==> src/rtl/tsq_pkg.sv <==
package tsq_pkg;
    localparam int SMP_W   = 10;
    localparam int TIME_W  = 8;
    localparam int REG_W   = 32;
    localparam int ADDR_W  = 3;
    localparam int SHIFT_W = 3;

    localparam logic [ADDR_W-1:0] A_CTRL   = 3'd0;
    localparam logic [ADDR_W-1:0] A_STAT   = 3'd1;
    localparam logic [ADDR_W-1:0] A_FIFO   = 3'd2;
    localparam logic [ADDR_W-1:0] A_SETTLE = 3'd3;
    localparam logic [ADDR_W-1:0] A_START  = 3'd4;
    localparam logic [ADDR_W-1:0] A_GAP    = 3'd5;
    localparam logic [ADDR_W-1:0] A_TOUCH  = 3'd6;
    localparam logic [ADDR_W-1:0] A_IDLE   = 3'd7;

    localparam int CTRL_AUTO  = 0;
    localparam int CTRL_PWR   = 2;
    localparam int CTRL_YS_LO = 4;
    localparam int CTRL_XS_LO = 7;
    localparam int STAT_EMPTY = 7;
    localparam int STAT_OVR   = 8;
    localparam int WORD_Y_LO  = 0;
    localparam int WORD_X_LO  = 16;
    localparam int WORD_PEN   = 31;

    localparam logic [TIME_W-1:0] RST_SETTLE = 8'd2;
    localparam logic [TIME_W-1:0] RST_START  = 8'd2;
    localparam logic [TIME_W-1:0] RST_GAP    = 8'd4;
    localparam logic [TIME_W-1:0] RST_TOUCH  = 8'd16;
    localparam logic [TIME_W-1:0] RST_IDLE   = 8'd88;

    typedef struct packed {
        logic [TIME_W-1:0] settle;
        logic [TIME_W-1:0] start_dly;
        logic [TIME_W-1:0] gap;
        logic [TIME_W-1:0] touch;
        logic [TIME_W-1:0] idle;
    } timing_t;

    typedef enum logic [3:0] {
        PH_OFF, PH_START, PH_SET_X, PH_CNV_X, PH_SET_Y,
        PH_CNV_Y, PH_GAP, PH_TOUCH, PH_IDLE
    } phase_e;
endpackage

==> src/rtl/tsq_regs.sv <==
module tsq_regs
    import tsq_pkg::*;
(
    input  logic               clk,
    input  logic               rst_n,
    input  logic               wr,
    input  logic [ADDR_W-1:0]  addr,
    input  logic [REG_W-1:0]   wdata,
    input  logic [REG_W-1:0]   fifo_head,
    input  logic               fifo_empty,
    input  logic               fifo_ovr,
    output logic [REG_W-1:0]   rdata,
    output logic               auto_en,
    output logic               power,
    output logic [SHIFT_W-1:0] xshift,
    output logic [SHIFT_W-1:0] yshift,
    output timing_t            timing
);
    typedef struct packed {
        logic               auto_en;
        logic               power;
        logic [SHIFT_W-1:0] xs;
        logic [SHIFT_W-1:0] ys;
        timing_t            tm;
    } regs_t;

    regs_t q, d;
    logic  unused_wdata;

    assign unused_wdata = &{1'b0, wdata[REG_W-1:SMP_W]};

    always_comb begin
        d = q;
        if (wr) begin
            case (addr)
                A_CTRL: begin
                    d.auto_en = wdata[CTRL_AUTO];
                    d.power   = wdata[CTRL_PWR];
                    d.xs      = wdata[CTRL_XS_LO +: SHIFT_W];
                    d.ys      = wdata[CTRL_YS_LO +: SHIFT_W];
                end
                A_SETTLE: d.tm.settle    = wdata[TIME_W-1:0];
                A_START:  d.tm.start_dly = wdata[TIME_W-1:0];
                A_GAP:    d.tm.gap       = wdata[TIME_W-1:0];
                A_TOUCH:  d.tm.touch     = wdata[TIME_W-1:0];
                A_IDLE:   d.tm.idle      = wdata[TIME_W-1:0];
                default: ;
            endcase
        end
    end

    always_comb begin
        rdata = '0;
        case (addr)
            A_CTRL: begin
                rdata[CTRL_AUTO]               = q.auto_en;
                rdata[CTRL_PWR]                = q.power;
                rdata[CTRL_XS_LO +: SHIFT_W]   = q.xs;
                rdata[CTRL_YS_LO +: SHIFT_W]   = q.ys;
            end
            A_STAT: begin
                rdata[STAT_OVR]   = fifo_ovr;
                rdata[STAT_EMPTY] = fifo_empty;
            end
            A_FIFO:   rdata = fifo_empty ? '0 : fifo_head;
            A_SETTLE: rdata[TIME_W-1:0] = q.tm.settle;
            A_START:  rdata[TIME_W-1:0] = q.tm.start_dly;
            A_GAP:    rdata[TIME_W-1:0] = q.tm.gap;
            A_TOUCH:  rdata[TIME_W-1:0] = q.tm.touch;
            A_IDLE:   rdata[TIME_W-1:0] = q.tm.idle;
            default: ;
        endcase
    end

    always_ff @(posedge clk) begin
        if (!rst_n) begin
            q.auto_en <= 1'b0;
            q.power   <= 1'b0;
            q.xs      <= '0;
            q.ys      <= '0;
            q.tm      <= '{settle: RST_SETTLE, start_dly: RST_START,
                           gap: RST_GAP, touch: RST_TOUCH, idle: RST_IDLE};
        end else begin
            q <= d;
        end
    end

    assign auto_en = q.auto_en;
    assign power   = q.power;
    assign xshift  = q.xs;
    assign yshift  = q.ys;
    assign timing  = q.tm;


    settle_wr_chk: assert property (@(posedge clk) disable iff (!rst_n)
        (wr && addr == A_SETTLE) |=> (timing.settle == $past(wdata[TIME_W-1:0])));


    power_wr_chk: assert property (@(posedge clk) disable iff (!rst_n)
        (wr && addr == A_CTRL) |=> (power == $past(wdata[CTRL_PWR])));
endmodule

==> src/rtl/tsq_seq.sv <==
module tsq_seq
    import tsq_pkg::*;
(
    input  logic               clk,
    input  logic               rst_n,
    input  logic               auto_en,
    input  timing_t            timing,
    input  logic [SHIFT_W-1:0] xshift,
    input  logic [SHIFT_W-1:0] yshift,
    input  logic               adc_done,
    input  logic [SMP_W-1:0]   adc_data,
    input  logic               pen_down,
    output logic               adc_start,
    output logic               drive_x,
    output logic               drive_y,
    output logic               touch_sense,
    output logic               push,
    output logic [REG_W-1:0]   push_word
);
    typedef struct packed {
        phase_e            ph;
        logic [TIME_W-1:0] cnt;
        logic              started;
        logic [SMP_W-1:0]  xv;
        logic [SMP_W-1:0]  yv;
    } seq_t;

    seq_t   q, d;
    logic   go;
    logic   tdone;
    phase_e nxt;

    function automatic logic [TIME_W-1:0] dur(input phase_e p, input timing_t t);
        case (p)
            PH_START:           dur = t.start_dly;
            PH_SET_X, PH_SET_Y: dur = t.settle;
            PH_GAP:             dur = t.gap;
            PH_TOUCH:           dur = t.touch;
            PH_IDLE:            dur = t.idle;
            default:            dur = '0;
        endcase
    endfunction

    function automatic logic [SMP_W-1:0] align(input logic [SMP_W-1:0] v,
                                               input logic [SHIFT_W-1:0] sh);
        align = v << sh;
    endfunction

    always_comb begin
        d         = q;
        go        = 1'b0;
        nxt       = PH_OFF;
        push      = 1'b0;
        push_word = '0;
        tdone     = (q.cnt <= 1);
        push_word[WORD_PEN]            = ~pen_down;
        push_word[WORD_X_LO +: SMP_W]  = q.xv;
        push_word[WORD_Y_LO +: SMP_W]  = q.yv;
        case (q.ph)
            PH_OFF: begin
                go  = auto_en;
                nxt = PH_START;
            end
            PH_START: begin
                go  = tdone;
                nxt = PH_SET_X;
            end
            PH_SET_X: begin
                go  = tdone;
                nxt = PH_CNV_X;
            end
            PH_CNV_X: begin
                d.started = 1'b1;
                nxt       = PH_SET_Y;
                if (adc_done) begin
                    d.xv = align(adc_data, xshift);
                    go   = 1'b1;
                end
            end
            PH_SET_Y: begin
                go  = tdone;
                nxt = PH_CNV_Y;
            end
            PH_CNV_Y: begin
                d.started = 1'b1;
                nxt       = PH_GAP;
                if (adc_done) begin
                    d.yv = align(adc_data, yshift);
                    go   = 1'b1;
                end
            end
            PH_GAP: begin
                go  = tdone;
                nxt = PH_TOUCH;
            end
            PH_TOUCH: begin
                go   = tdone;
                nxt  = PH_IDLE;
                push = tdone;
            end
            PH_IDLE: begin
                go  = tdone;
                nxt = PH_SET_X;
            end
            default: begin
                go  = 1'b1;
                nxt = PH_OFF;
            end
        endcase
        if (go) begin
            d.ph      = auto_en ? nxt : PH_OFF;
            d.cnt     = dur(d.ph, timing);
            d.started = 1'b0;
        end else if (q.cnt != 0) begin
            d.cnt = q.cnt - 1'b1;
        end
    end

    always_ff @(posedge clk) begin
        if (!rst_n) begin
            q.ph      <= PH_OFF;
            q.cnt     <= '0;
            q.started <= 1'b0;
            q.xv      <= '0;
            q.yv      <= '0;
        end else begin
            q <= d;
        end
    end

    assign adc_start   = (q.ph == PH_CNV_X || q.ph == PH_CNV_Y) && !q.started;
    assign drive_x     = (q.ph == PH_SET_X || q.ph == PH_CNV_X);
    assign drive_y     = (q.ph == PH_SET_Y || q.ph == PH_CNV_Y);
    assign touch_sense = (q.ph == PH_TOUCH);


    start_pulse_chk: assert property (@(posedge clk) disable iff (!rst_n)
        adc_start |=> !adc_start);


    drive_excl_chk: assert property (@(posedge clk) disable iff (!rst_n)
        $onehot0({drive_x, drive_y, touch_sense}));


    x_done_chk: assert property (@(posedge clk) disable iff (!rst_n)
        (q.ph == PH_CNV_X && adc_done) |=> (q.ph == PH_SET_Y || q.ph == PH_OFF));


    off_hold_chk: assert property (@(posedge clk) disable iff (!rst_n)
        (q.ph == PH_OFF && !auto_en) |=> (q.ph == PH_OFF && !adc_start));
endmodule

==> src/rtl/tsq_fifo.sv <==
module tsq_fifo #(
    parameter int DEPTH  = 4,
    parameter int THRESH = 4,
    parameter int W      = 32
) (
    input  logic         clk,
    input  logic         rst_n,
    input  logic         push,
    input  logic [W-1:0] push_data,
    input  logic         pop,
    output logic [W-1:0] head,
    output logic         empty,
    output logic         ovr,
    output logic         irq
);
    localparam int PW = (DEPTH > 1) ? $clog2(DEPTH) : 1;
    localparam int CW = $clog2(DEPTH + 1);

    typedef struct packed {
        logic [DEPTH-1:0][W-1:0] mem;
        logic [PW-1:0]           rp;
        logic [PW-1:0]           wp;
        logic [CW-1:0]           cnt;
        logic                    ovr;
    } fifo_t;

    fifo_t q, d;
    logic  full;
    logic  do_pop;
    logic  do_push;

    function automatic logic [PW-1:0] inc(input logic [PW-1:0] p);
        inc = (p == PW'(DEPTH - 1)) ? '0 : p + 1'b1;
    endfunction

    always_comb begin
        d       = q;
        full    = (q.cnt == CW'(DEPTH));
        do_pop  = pop && (q.cnt != 0);
        do_push = push && (!full || do_pop);
        if (push && !do_push) begin
            d.ovr = 1'b1;
        end
        if (do_push) begin
            d.mem[q.wp] = push_data;
            d.wp        = inc(q.wp);
        end
        if (do_pop) begin
            d.rp = inc(q.rp);
        end
        case ({do_push, do_pop})
            2'b10:   d.cnt = q.cnt + 1'b1;
            2'b01:   d.cnt = q.cnt - 1'b1;
            default: ;
        endcase
        if (do_pop && !do_push && q.cnt == 1) begin
            d.ovr = 1'b0;
        end
    end

    always_ff @(posedge clk) begin
        if (!rst_n) begin
            q <= '0;
        end else begin
            q <= d;
        end
    end

    assign head  = q.mem[q.rp];
    assign empty = (q.cnt == 0);
    assign ovr   = q.ovr;
    assign irq   = (q.cnt >= CW'(THRESH));


    cnt_bound_chk: assert property (@(posedge clk) disable iff (!rst_n)
        q.cnt <= CW'(DEPTH));


    ovr_rise_chk: assert property (@(posedge clk) disable iff (!rst_n)
        $rose(ovr) |-> ($past(push) && $past(q.cnt) == CW'(DEPTH)));


    pop_dec_chk: assert property (@(posedge clk) disable iff (!rst_n)
        (pop && !empty && !push) |=> (q.cnt == $past(q.cnt) - 1'b1));


    irq_nonempty_chk: assert property (@(posedge clk) disable iff (!rst_n)
        irq |-> !empty);
endmodule

==> src/rtl/tsq_scan_ctrl.sv <==
module tsq_scan_ctrl
    import tsq_pkg::*;
#(
    parameter int FIFO_DEPTH = 4,
    parameter int IRQ_LEVEL  = 4
) (
    input  logic              clk,
    input  logic              rst_n,
    input  logic              reg_wr,
    input  logic              reg_rd,
    input  logic [ADDR_W-1:0] reg_addr,
    input  logic [REG_W-1:0]  reg_wdata,
    output logic [REG_W-1:0]  reg_rdata,
    output logic              irq,
    output logic              adc_power,
    output logic              adc_start,
    input  logic              adc_done,
    input  logic [SMP_W-1:0]  adc_data,
    output logic              drive_x,
    output logic              drive_y,
    output logic              touch_sense,
    input  logic              pen_down
);
    logic               auto_en;
    logic [SHIFT_W-1:0] xshift;
    logic [SHIFT_W-1:0] yshift;
    timing_t            timing;
    logic               push;
    logic [REG_W-1:0]   push_word;
    logic [REG_W-1:0]   fifo_head;
    logic               fifo_empty;
    logic               fifo_ovr;
    logic               pop;

    assign pop = reg_rd && (reg_addr == A_FIFO);

    tsq_regs u_regs (
        .clk        (clk),
        .rst_n      (rst_n),
        .wr         (reg_wr),
        .addr       (reg_addr),
        .wdata      (reg_wdata),
        .fifo_head  (fifo_head),
        .fifo_empty (fifo_empty),
        .fifo_ovr   (fifo_ovr),
        .rdata      (reg_rdata),
        .auto_en    (auto_en),
        .power      (adc_power),
        .xshift     (xshift),
        .yshift     (yshift),
        .timing     (timing)
    );

    tsq_seq u_seq (
        .clk         (clk),
        .rst_n       (rst_n),
        .auto_en     (auto_en),
        .timing      (timing),
        .xshift      (xshift),
        .yshift      (yshift),
        .adc_done    (adc_done),
        .adc_data    (adc_data),
        .pen_down    (pen_down),
        .adc_start   (adc_start),
        .drive_x     (drive_x),
        .drive_y     (drive_y),
        .touch_sense (touch_sense),
        .push        (push),
        .push_word   (push_word)
    );

    tsq_fifo #(
        .DEPTH  (FIFO_DEPTH),
        .THRESH (IRQ_LEVEL),
        .W      (REG_W)
    ) u_fifo (
        .clk       (clk),
        .rst_n     (rst_n),
        .push      (push),
        .push_data (push_word),
        .pop       (pop),
        .head      (fifo_head),
        .empty     (fifo_empty),
        .ovr       (fifo_ovr),
        .irq       (irq)
    );
endmodule

==> config.mk <==
export PLATFORM = sky130hd
export DESIGN_NAME = tsq_scan_ctrl
export DESIGN_NICKNAME = d
export VERILOG_FILES = /design/src/rtl/tsq_pkg.sv /design/src/rtl/tsq_regs.sv /design/src/rtl/tsq_seq.sv /design/src/rtl/tsq_fifo.sv /design/src/rtl/tsq_scan_ctrl.sv
export SDC_FILE = /design/constraint.sdc
export NUM_CORES = 1
export LEC_CHECK = 0
export CORE_MARGIN = 2
export CORE_UTILIZATION = 45
export CTS_CLUSTER_SIZE = 16
export DETAILED_ROUTE_END_ITERATION = 8
export GPL_TIMING_DRIVEN = 0
export PLACE_DENSITY = 0.64
export SYNTH_ARGS = -nofsm -noshare
export SYNTH_HDL_FRONTEND = slang
export SYNTH_HIERARCHICAL = 1
export SYNTH_SLANG_ARGS = --single-unit
==> constraint.sdc <==
create_clock -name clk -period 3.3 [get_ports clk]
set_input_delay 0.99 -clock clk [delete_from_list [all_inputs] [get_ports clk]]
set_output_delay 0.99 -clock clk [all_outputs]
set_load 0.1 [all_outputs]
==> qor.yml, run 1 <==
status: "finished, violations left"
violations: "negative setup slack"
grt_max_degree: 13
grt_antenna_before_repair: 0
rsz0062_at_grt: "yes"
grt_pass1_vias: 9261
final_cells: 1683
worstSetupEndpoint: "reg_rdata[8]"
cts_buffers: 25
area_growth_pct: 26.2
place_inst: 1613
die_h_um: 163
cts.sinks: 217
avgViaCountPerCell: 5.52
finalHoldViolations: 0
synth-edff-count: 0
design.die.area_um2: 26500
synth_area_um2: 11400
drtIter0Drc: 783
crit_path_start: "u_fifo/q[1]"
p_per_area_nw_per_um2: 438
finalCriticalPeriod_ns: 3.42
antenna_cells: 0
postSynthCellCount: 1208
yosysWarnings: 6
synth_flop_cell: "dfxtp_1"
ir_worst_vdd_uv: 362
cts_tree: "built"
total_power_w: 0.00627
end_kind: "output pin"
fin_util_pct: 57.4
core_um2: 25000
rr_startpoint: "u_seq/q[25]"
cap_viol_max_count: 0
nFillCells: 2166
gp_congestion: 0.897
worstRegToRegCells: 7
seq_area_frac_synth_pct: 38.3
start_util_pct: 45.5
hold_class: "reg2reg"
setup_ws_ns: -0.116
hold-worst-slack_ns: 0.454
synth.avg_cell_area_um2: 9.40
max_freq_mhz: 293
ios: 89
ys_types: 76
grt_overflow: 0
slew_headroom_pct: 18.7
setup.worst_path.class: "reg2out"
finalMaxSlewViolations: 0
wl_per_cell_um: 19.3
met2_length_mm: 15.0
min_path_cells: 2
drive_gt1_share_pct: 22.6
cts.reportedPaths.clkPinSlew_ns: 0.06
cts_buffer_depth: 3
place_hpwl_mm: 22.2
wirelength_mm: 32.5
cp_max_fo: 6
start_kind: "flip-flop"
num_vias: 9295
wl_met1_mm: 14.9
drc: 0
hold_buffers: 0
fp.dieW_um: 163
tightest_slew_ns: 1.21
fin_nets: 1402
ant_nets: 0
top_layer: "met4"
r2r-end: "u_fifo/q[3]"
io_buffer_count: 65
synthArstFlopShare_pct: 0
fp-row-count: 58
cts_root_buffer: "clkbuf_16"
worst-endpoint-required_ns: 2.31
leakage_nw: 5.03
first_pass_iters: 5
setup_viol: 28
wl_met3_mm: 2.06
synth-seq-cells: 217
cp.arrival_ns: 2.43
grt.total_usage_pct: 24.5
clock_latency_ns: 0.52
rrSetupSlack_ns: 0.53
ctsHtreeMaxLevel: 1
grt_pass1_wl_mm: 51.3
clock_skew_ns: 0.00830
period_share_pct: 104
-- layer usage --
metal  vias up  GRT usage (%)
met5         -              0
met1      4522           35.3
met3        44           3.74
li1       4429              -
met4         0           6.28
met2       300           38.6
-- cells by family (layout without fill, tap and decap cells) --
group                      Yosys count  after routing  synth area share (%)
other                                1             11                0.0330
muxes                              208            208                  22.4
AOI/OAI and AO/OA                  162            162                  10.4
DFF                                217            217                  38.3
xor gates and xnor gates             8              8                 0.617
adders and majority gates           12             12                  1.32
buffers and inverters              133            268                  8.32
and+or+nand+nor                    467            467                  18.7
-- cells in the final DEF, fill, tap and decap left out, types with 4 or more instances in the layout --
cell / netlist / final
a21oi_1: 21 / 17
mux2i_1: 167 / 166
nand3_1: 18 / 18
o22ai_1: 5 / 4
and2_1: 26 / 4
inv_1: 15 / 13
mux4_2: 36 / 36
nor3_2: 2 / 5
clkbuf_8: 0 / 10
nor3_1: 17 / 13
mux2_2: 5 / 4
a22oi_1: 19 / 19
clkdlybuf4s50_1: 0 / 25
conb_1: 1 / 11
and3_1: 9 / 9
buf_8: 0 / 5
dfxtp_1: 217 / 214
buf_12: 12 / 50
clkbuf_1: 33 / 33
a21boi_1: 5 / 5
ha_1: 12 / 11
nand2_1: 290 / 288
o21a_1: 4 / 4
nor2b_1: 15 / 13
xnor2_1: 6 / 6
nor2_1: 52 / 52
buf_4: 41 / 58
o21ai_0: 12 / 11
and2_4: 1 / 22
a21boi_0: 39 / 39
buf_6: 9 / 14
clkbuf_16: 0 / 27
a211oi_1: 19 / 16
a31oi_1: 6 / 6
buf_2: 17 / 15
nand2b_1: 6 / 6
a22o_1: 6 / 6
nor4_1: 4 / 4
-- power by group --
group	switching, W	internal (W)	total, W
combinational	0.000418	0.000317	0.000736
sequential	0.0000585	0.00268	0.00274
clock	0.00109	0.00171	0.00280
-- final cells by class --
class | instances | area [um2] | share of cell area [%]
multi-input cells | 868 | 6390 | 44.6
flip-flops and latches | 217 | 4350 | 30.4
repair buffers | 96 | 1280 | 8.93
plain buffers | 115 | 1000 | 7.00
clock buffers | 35 | 743 | 5.19
well taps | 330 | 413 | 2.88
clock inverters | 6 | 83.8 | 0.585
inverters | 16 | 62.6 | 0.437
-- repair_timing --
| item | 4_1_cts | 5_1_grt |
|---|---|---|
| setup endpoints to repair | 38 | 35 |
| gates resized for setup | 391 | 21 |
| gates cloned | 5 | 0 |
| pin swaps | 34 | 6 |
| buffers inserted | 23 | 3 |
-- metrics by stage --
| stage | setup slack, ns | cell area [um2] | setup TNS (ns) |
|---|---|---|---|
| global placement | -1.95 | 12600 | -53.86 |
| CTS | -0.106 | 14200 | -0.999 |
| global route | -0.186 | 14300 | -3.76 |
| detailed placement | -1.93 | 12600 | -53.54 |
| floorplan | -0.598 | 11500 | -0.709 |
| finish | -0.116 | 14300 | -1.66 |
-- critical path, stage by stage (launching register included) --
cell and delay [ns]:
dfxtp_4 0.36, inv_4 0.04, ha_4 0.14, nor2b_4 0.13, and2b_2 0.25, nor3b_4 0.22
buf_6 0.20, clkbuf_16 0.19, nand2_8 0.05, o31ai_4 0.08, buf_12 0.22
-- how the worst min path moves through the flow --
stage	startpoint	end	slack, ns
after CTS	u_fifo/q[122]	u_fifo/q[122]	0.46
after global placement	u_fifo/q[73]	u_fifo/q[73]	0.44
final	u_fifo/q[100]	u_fifo/q[100]	0.45
after global routing	u_fifo/q[52]	u_fifo/q[52]	0.47
after floorplan	u_fifo/q[100]	u_fifo/q[100]	0.43
after detailed placement	u_fifo/q[85]	u_fifo/q[85]	0.45
-- synthesized netlist by cell type (all sizes together), types with 2 or more instances --
cell | n | area, um2
a211oi | 20 | 155
nor2b | 15 | 93.8
dfxtp | 217 | 4340
nand3 | 18 | 90.1
o221a | 2 | 22.5
clkbuf | 35 | 134
xnor2 | 6 | 52.6
nor3b | 5 | 65.1
o21a | 4 | 30.0
a22o | 6 | 52.6
and2 | 27 | 171
nand4 | 3 | 18.8
a21oi | 21 | 105
nor4 | 5 | 37.5
mux2i | 167 | 1670
o22ai | 5 | 31.3
xor2 | 2 | 17.5
nor2 | 55 | 224
and3 | 9 | 56.3
a221o | 4 | 40.0
nor3 | 19 | 105
a311oi | 2 | 17.5
mux4 | 36 | 811
nand3b | 4 | 42.5
a22oi | 19 | 143
a21boi | 44 | 330
nand2b | 6 | 37.5
a31oi | 6 | 37.5
ha | 12 | 150
mux2 | 5 | 56.3
nand2 | 291 | 1090
a221oi | 3 | 26.3
buf | 81 | 742
o21ai | 12 | 60.1
or3 | 4 | 31.3
and2b | 2 | 15.0
inv | 15 | 56.3
-- flip-flops by register name (all words and copies together) (netlist names) --
| register | cells |
|---|---|
| u_regs/xshift | 3 |
| u_regs/timing | 40 |
| u_seq/push_word | 20 |
| u_fifo/q | 135 |
| u_seq/q | 13 |
| u_regs/auto_en | 1 |
| u_fifo/ovr | 1 |
| u_regs/yshift | 3 |
| u_regs/power | 1 |
Power figures use the tool's default switching activity.
==> run 2, diff against run 1 <==
- HOLD_SLACK_MARGIN: unset -> 0.1
==> results of run 2 <==
No change in the layout: final DEF, timing and power equal those of run 1.
==> run 3, diff against run 2 <==
- ABC_CLOCK_PERIOD_IN_PS: unset -> 3300
==> results of run 3 <==
No change in the layout: final DEF, timing and power equal those of run 1.
